==> src/rtl/byterot_pkg.sv <==
package byterot_pkg;

    // positive modulo
    function automatic int wrap_mod(input int x, input int m);
        return ((x % m) + m) % m;
    endfunction

    // source column feeding output column (bc*w + j) of a row rotated by rot
    function automatic int src_col(input int rot, input int w, input int j,
                                   input int cols, input int bc);
        return wrap_mod(bc * w + j - rot, cols);
    endfunction

    // how many beats back in history the source byte sits when output
    // beat w is registered (0 = the beat on the input bus this cycle)
    function automatic int src_tap(input int rot, input int w, input int j,
                                   input int cols, input int bc);
        int beats;
        beats = cols / bc;
        return (beats - 1) + w - (src_col(rot, w, j, cols, bc) / bc);
    endfunction

    // byte position of the source byte inside its beat
    function automatic int src_lane(input int rot, input int w, input int j,
                                    input int cols, input int bc);
        return src_col(rot, w, j, cols, bc) % bc;
    endfunction

endpackage

==> src/rtl/byterot_phase.sv <==
module byterot_phase #(
    parameter int BEATS = 4
) (
    input  logic                       clk,
    input  logic                       rst_n,
    input  logic                       in_valid,
    output logic                       sel_valid,
    output logic [$clog2(BEATS)-1:0]   sel_phase
);
    localparam int PH_W = $clog2(BEATS);
    localparam int DLY  = BEATS - 1;

    typedef struct packed {
        logic [PH_W-1:0]            phase;
        logic [DLY-1:0]             vpipe;
        logic [DLY-1:0][PH_W-1:0]   ppipe;
    } ctrl_t;

    ctrl_t q, d;
    logic [PH_W-1:0] phase_now;

    always_comb begin
        d = q;
        if (in_valid) begin
            d.phase = q.phase + 1'b1;
        end
        d.vpipe[0] = in_valid;
        d.ppipe[0] = q.phase;
        for (int i = 1; i < DLY; i++) begin
            d.vpipe[i] = q.vpipe[i-1];
            d.ppipe[i] = q.ppipe[i-1];
        end
    end

    always_ff @(posedge clk or negedge rst_n) begin
        if (!rst_n) begin
            q <= '0;
        end else begin
            q <= d;
        end
    end

    assign phase_now = q.phase;
    assign sel_valid = q.vpipe[DLY-1];
    assign sel_phase = q.ppipe[DLY-1];

    // the beat counter moves by one on each valid beat
    p_phase_step_r6: assert property (@(posedge clk) disable iff (!rst_n)
        in_valid |=> (phase_now == PH_W'($past(phase_now) + 1)));

    // idle cycles leave the beat counter alone
    p_phase_hold_r6: assert property (@(posedge clk) disable iff (!rst_n)
        !in_valid |=> $stable(phase_now));

endmodule

==> src/rtl/byterot_lane.sv <==
module byterot_lane
    import byterot_pkg::*;
#(
    parameter int BYTE_W    = 8,
    parameter int COLS      = 8,
    parameter int BEAT_COLS = 2,
    parameter int ROT       = 0,
    parameter int PH_W      = 2
) (
    input  logic                          clk,
    input  logic                          rst_n,
    input  logic [BEAT_COLS*BYTE_W-1:0]   in_bytes,
    input  logic                          sel_valid,
    input  logic [PH_W-1:0]               sel_phase,
    output logic [BEAT_COLS*BYTE_W-1:0]   out_bytes
);
    localparam int BEATS  = COLS / BEAT_COLS;
    localparam int BEAT_W = BEAT_COLS * BYTE_W;
    localparam int HIST   = 2 * BEATS - 2;

    typedef struct packed {
        logic [HIST-1:0][BEAT_W-1:0] hist;
        logic [BEAT_W-1:0]           outb;
    } lane_t;

    lane_t q, d;
    logic [HIST:0][BEAT_W-1:0]   win;
    logic [BEATS-1:0][BEAT_W-1:0] cand;

    always_comb begin
        win[0] = in_bytes;
        for (int i = 1; i <= HIST; i++) begin
            win[i] = q.hist[i-1];
        end
    end

    // per output beat, each byte picks one fixed tap of the history
    for (genvar w = 0; w < BEATS; w++) begin : g_beat
        for (genvar j = 0; j < BEAT_COLS; j++) begin : g_byte
            localparam int TAP = src_tap(ROT, w, j, COLS, BEAT_COLS);
            localparam int LN  = src_lane(ROT, w, j, COLS, BEAT_COLS);
            assign cand[w][j*BYTE_W +: BYTE_W] = win[TAP][LN*BYTE_W +: BYTE_W];
        end
    end

    always_comb begin
        d = q;
        d.hist[0] = in_bytes;
        for (int i = 1; i < HIST; i++) begin
            d.hist[i] = q.hist[i-1];
        end
        if (sel_valid) begin
            d.outb = cand[sel_phase];
        end
    end

    always_ff @(posedge clk or negedge rst_n) begin
        if (!rst_n) begin
            q <= '0;
        end else begin
            q <= d;
        end
    end

    assign out_bytes = q.outb;

    // no output beat scheduled means the lane output does not move
    p_hold_idle_r7: assert property (@(posedge clk) disable iff (!rst_n)
        !sel_valid |=> $stable(out_bytes));

endmodule

==> src/rtl/byterot_dm.sv <==
module byterot_dm
    import byterot_pkg::*;
#(
    parameter int BYTE_W    = 8,
    parameter int ROWS      = 8,
    parameter int COLS      = 8,
    parameter int BEAT_COLS = 2,
    parameter int ROT_STEP  = 1
) (
    input  logic                               clk,
    input  logic                               rst_n,
    input  logic                               in_valid,
    input  logic [ROWS*BEAT_COLS*BYTE_W-1:0]   in_data,
    output logic                               out_valid,
    output logic [ROWS*BEAT_COLS*BYTE_W-1:0]   out_data
);
    localparam int BEATS  = COLS / BEAT_COLS;
    localparam int PH_W   = $clog2(BEATS);
    localparam int LANE_W = BEAT_COLS * BYTE_W;

    typedef struct packed {
        logic vld;
    } top_t;

    top_t q, d;
    logic            sel_valid;
    logic [PH_W-1:0] sel_phase;

    byterot_phase #(
        .BEATS (BEATS)
    ) phase_i (
        .clk       (clk),
        .rst_n     (rst_n),
        .in_valid  (in_valid),
        .sel_valid (sel_valid),
        .sel_phase (sel_phase)
    );

    for (genvar r = 0; r < ROWS; r++) begin : g_row
        byterot_lane #(
            .BYTE_W    (BYTE_W),
            .COLS      (COLS),
            .BEAT_COLS (BEAT_COLS),
            .ROT       (wrap_mod(r * ROT_STEP, COLS)),
            .PH_W      (PH_W)
        ) lane_i (
            .clk       (clk),
            .rst_n     (rst_n),
            .in_bytes  (in_data[r*LANE_W +: LANE_W]),
            .sel_valid (sel_valid),
            .sel_phase (sel_phase),
            .out_bytes (out_data[r*LANE_W +: LANE_W])
        );
    end

    always_comb begin
        d = q;
        d.vld = sel_valid;
    end

    always_ff @(posedge clk or negedge rst_n) begin
        if (!rst_n) begin
            q <= '0;
        end else begin
            q <= d;
        end
    end

    assign out_valid = q.vld;

    // a scheduled beat is presented on the next cycle
    p_out_follow_r4: assert property (@(posedge clk) disable iff (!rst_n)
        sel_valid |=> out_valid);

    // no beat scheduled, no valid output
    p_out_quiet_r4: assert property (@(posedge clk) disable iff (!rst_n)
        !sel_valid |=> !out_valid);

    // the output bus is frozen across idle output cycles
    p_bus_hold_r7: assert property (@(posedge clk) disable iff (!rst_n)
        !out_valid |=> (out_valid || $stable(out_data)));

endmodule

==> config.mk <==
export PLATFORM = sky130hd
export DESIGN_NAME = byterot_dm
export DESIGN_NICKNAME = d
export VERILOG_FILES = /design/src/rtl/byterot_pkg.sv /design/src/rtl/byterot_phase.sv /design/src/rtl/byterot_lane.sv /design/src/rtl/byterot_dm.sv
export SDC_FILE = /design/constraint.sdc
export NUM_CORES = 1
export LEC_CHECK = 0
export BUFFER_PORTS_ARGS = -buffer_cell sky130_fd_sc_hd__buf_4
export CORE_ASPECT_RATIO = 1.2
export CORE_MARGIN = 2
export CORE_UTILIZATION = 51
export DETAILED_ROUTE_END_ITERATION = 8
export PLACE_DENSITY = 0.84
export SYNTH_ARGS = -nofsm -noshare
export SYNTH_HDL_FRONTEND = slang
export SYNTH_HIERARCHICAL = 1
export SYNTH_SLANG_ARGS = --single-unit
==> constraint.sdc <==
create_clock -name clk -period 1.7 [get_ports clk]
set_input_delay 0.34 -clock clk [delete_from_list [all_inputs] [get_ports clk]]
set_output_delay 0.34 -clock clk [all_outputs]
set_load 0.05 [all_outputs]
Yosys cells after proc, flatten, opt, wreduce, memory -nomap -nowiden
Index checks and enable logic that the tools add are counted.

Register bits after elaboration: 740. Logic and storage cells: 71.

Add/sub/neg operators: 1. Magnitude comparators: 1. Mux-type cells: 16.

Operators by type and width (number): 16-bit binary-select mux with 2-bit select (8); 16-bit two-way mux (8); 2-bit by 3-bit < comparator with 1-bit output, second input constant (1); 2-bit by 1-bit adder with 2-bit output, second input constant (1).

Logic depth before layout (Yosys ltp)
Word-level depth: 2. Depth in mapped cells: 4.

Modules after synthesis
Netlist, hierarchy kept.

Modules (own cells, without submodules): byterot_lane (g_row[6].lane_i) (instances 1, cells each 185, area each 3265.6 um^2); byterot_lane (g_row[5].lane_i) (instances 1, cells each 168, area each 3026.7 um^2); byterot_lane (g_row[4].lane_i) (instances 1, cells each 149, area each 2747.6 um^2); byterot_lane (g_row[3].lane_i) (instances 1, cells each 150, area each 2607.5 um^2); byterot_lane (g_row[7].lane_i) (instances 1, cells each 135, area each 2556.2 um^2); byterot_lane (g_row[2].lane_i) (instances 1, cells each 153, area each 2419.8 um^2); byterot_lane (g_row[1].lane_i) (instances 1, cells each 117, area each 2112.0 um^2); byterot_lane (g_row[0].lane_i) (instances 1, cells each 82, area each 1850.5 um^2); byterot_phase (instances 1, cells each 14, area each 296.5 um^2); byterot_dm (instances 1, cells each 1, area each 25.0 um^2).

Worst setup path before layout
OpenSTA, ideal clock, no wires.

Kind: register to register. Start: register phase_i.q (netlist bit phase_i/sel_valid). End: register g_row[1].lane_i.q (netlist bit g_row[1].lane_i/out_bytes[11]). Setup time: 125 ps. Arrival: 1506 ps. Setup slack: 69 ps. Stages on the path, launching flop included: 4. Path buffers: 2. Cell sequence: dfrtp_1 buf_2 buf_2 mux2_2.

RTL lines: start: declaration (line byterot_phase.sv:19) `ctrl_t q, d;`; start signal: assignment (line byterot_phase.sv:37) `q <= '0;`; start signal: assignment (line byterot_phase.sv:39) `q <= d;`; end signal: assignment (line byterot_lane.sv:59) `q <= '0;`; end signal: assignment (line byterot_lane.sv:61) `q <= d;`; end: declaration (line byterot_lane.sv:26) `lane_t q, d;`.

No word-level cell between the ends.

Worst setup path in the final report
Start: register phase_i.q (netlist bit phase_i/sel_phase[1]). End: register g_row[5].lane_i.q (netlist bit g_row[5].lane_i/out_bytes[14]).

Cells in the longest elaborated chain, start to end: 2.

Ends and longest elaborated chain: 16-bit binary-select mux with 2-bit select (line byterot_lane.sv:53) `d.outb = cand[sel_phase];`; 16-bit two-way mux (not written as such) (line byterot_lane.sv:53); end signal: assignment (line byterot_lane.sv:59); end signal: assignment (line byterot_lane.sv:61); end: declaration (line byterot_lane.sv:26).

No other way between the ends. The select of a mux whose other input is x is not followed. A chain may end at the register's enable or synchronous reset.

==> reports/qor.txt <==
max-cap viol count: 0
final setup vio count: 0
Comb power frac: 19.2%
Post-Layout Cell Count: 2217
layout filler cell count: 2560
CP max stage delay: 0.61 ns
period utilization: 94.7%
TritonCTS clock tree: yes
pre-CTS WS: 0.117 ns
IO Count: 260
sequential fraction of design power: 45.4%
Critical Path Slowest Stage Cell: dfrtp_4
via count: 11100
Core Region: 40600 µm²
crit path buf inv count: 2
crit path cell chain: buf_12, buf_12, mux2i_1, a21oi_1
critical setup path kind: flop to flop
clk sinks: 716
DRT Wirelength: 42800 µm
Worst slew margin: 68.7%
post-synthesis area per instance: 18.1 µm²
crit path from: phase_i/sel_phase[1]
Mapped Area: 20900 µm²
Worst Path Max Fanout: 28
largest net degree at the start of global routing: 95
Worst Clk Skew: 0.0173 ns
post-layout min period: 1.61 ns
TritonCTS Buffers: 69
initial drt markers: 662
most common cell after layout, fill and taps aside: dfrtp_1
routed len/inst: 19.3 µm
Routed Antenna Nets: 0
layout cell share with drive strength beyond 1: 28.8%
most frequent cells in the layout: dfrtp_1, buf_4, dlygate4sd3_1
# port buffers: 259
outcome: finished, final reports clean
Pwr Total: 43.2 mW
RSZ-0062 raised after global routing: false
Reg clk slew, reported paths: 0.06 ns
die height: 226 µm
cell row count: 81
top post-synthesis cells by area: dfrtp_1, a31oi_1, nor2_1, mux2i_1, mux2_2
top cell type by total area after synthesis: dfrtp_1
H-tree depth: 3
synthesis-stage register bit count: 716
hpwl dp: 24000 µm
Syn Nets: 1285
crit path DAT: 2.06 ns
Syn-to-layout area delta: 31.4%
Placed Cells: 1959
final slew viol count: 0
maximum vdd drop: 0.00103 V
Leak Pwr: 12.6 nW
Internal Power: 30.4 mW
Placer Congestion: 0.804
total grt overflow: 0
ys async rst share: 100%
clock root cell: clkbuf_16
cell mode on critical path: buf_12
WP data required: 2.15 ns
Clk network pwr share: 35.4%
global-route wire length before repair: 67800 µm
final count of hold timing violations: 0
Hold Path Class: input port to asynchronous set/reset pin
Worst-Skew Late Latency: 0.58 ns
full die area: 42600 µm²
Min Hold Slack: 0.268 ns
Sw Pwr: 12.8 mW
drt drc: 0
Peak Freq: 621 MHz
Starting Density: 51.4%
drt pass-1 iters: 6
Vias/cell: 4.99
CTS Buffer Depth: 3
switching portion of total power: 29.5%
Mapped Cells: 1154
antenna violations before repair: 2
Worst setup EP type: flop
Critical R2R Launch: phase_i/sel_phase[1]
aggregate negative setup slack: 0 ns
final worst slack: 0.0903 ns
kind of start point of the critical path: flop
Synth warnings: 6
nets: 1753
vias in the first global route: 12200
Post-synth EDFFs: 0
Worst Tran Pin Value: 0.469 ns
sequential fraction of the synthesis area: 85.7%
Pwr per Cell Area: 1570 nW/µm²
delay-heaviest family, CP: flip-flops
GRT Util Overall: 20.8%
top-area cell type share of the netlist area: 85.7%
Primary FF master, synth: dfrtp_1
floorplan die width: 189 µm
Yosys cell types: 24
[synthesized netlist by cell type, types with 10 or more instances]
cell	number
a21oi_1	32
buf_6	16
clkbuf_1	11
buf_2	16
a21bo_2	12
mux2_2	22
mux2_4	10
o21ai_0	29
a31oi_1	64
a21bo_1	20
nor2_1	96
mux2i_1	32
nand3_1	32
dfrtp_1	716
or3b_1	26
[cell families after synthesis]
kind of cell	synth area share, %
mux	3.44
compound gates	4.98
xor+xnor	0.0838
flops	85.7
buf+inv	1.96
simple gates	3.85
[what timing repair did]
item	4_1_cts	5_1_grt
hold buffers	130	0
setup endpoints to repair	0	4
hold endpoints to repair	272	0
resized for setup	0	0
setup buffers	0	1
[worst paths after layout]
path	depth (start not counted)	slack [ns]	to
worst max-delay path	4	0.09	g_row[5].lane_i/out_bytes[14]
max in group asynchronous	3	0.65	g_row[7].lane_i/d[103]
worst min-delay path	2	0.27	g_row[5].lane_i/out_bytes[1]
worst min register to register	0	0.33	g_row[6].lane_i/cand[63]
min in group clk	0	0.33	g_row[6].lane_i/cand[63]
worst max register to register	4	0.09	g_row[5].lane_i/out_bytes[14]
[flip-flops by register name, summed over array words and instances (netlist names)]
name,flops
g_row.lane_i/d,384
phase_i/sel_valid,1
g_row.lane_i/out_bytes,128
phase_i/d,6
phase_i/sel_phase,2
out_valid,1
g_row.lane_i/cand,192
phase_i/phase_now,2
[metal layers]
metal / vias up / GRT usage (%) / part of all wire, %
met5: - / 0 / 0
met4: 0 / 9.45 / 3.5
met3: 104 / 4.69 / 5.5
met1: 5767 / 27.2 / 41
met2: 368 / 33.9 / 50
li1: 4827 / - / -
[final cells by class]
class	count	area, µm²	share of cell area (%)
diodes	4	10.0	0.0364
clock inverters	32	354	1.29
multi-input cells	387	2580	9.40
clock buffers	91	1930	7.03
well taps	539	674	2.46
flip-flops and latches	716	17900	65.3
repair buffers	448	3990	14.5
[stage by stage]
stage                     instance area, µm²  utilization (%)
after detailed placement               23900             58.7
after floorplan                        20900                -
after global routing                   27500             67.6
after CTS                              27400             67.5
after global placement                 23900             58.7
final                                  27500             67.6
[power groups by stage]
stage          logic, mW  registers (mW)  clock network [mW]
6_report            8.31            19.6                15.3
3_3_place_gp        7.64            19.8                   0
3_5_place_dp        7.88            19.9                   0
2_1_floorplan       2.67            22.2                   0
5_1_grt             8.78            19.8                16.4
4_1_cts             8.19            19.6                15.6
Power figures use the tool's default switching activity.
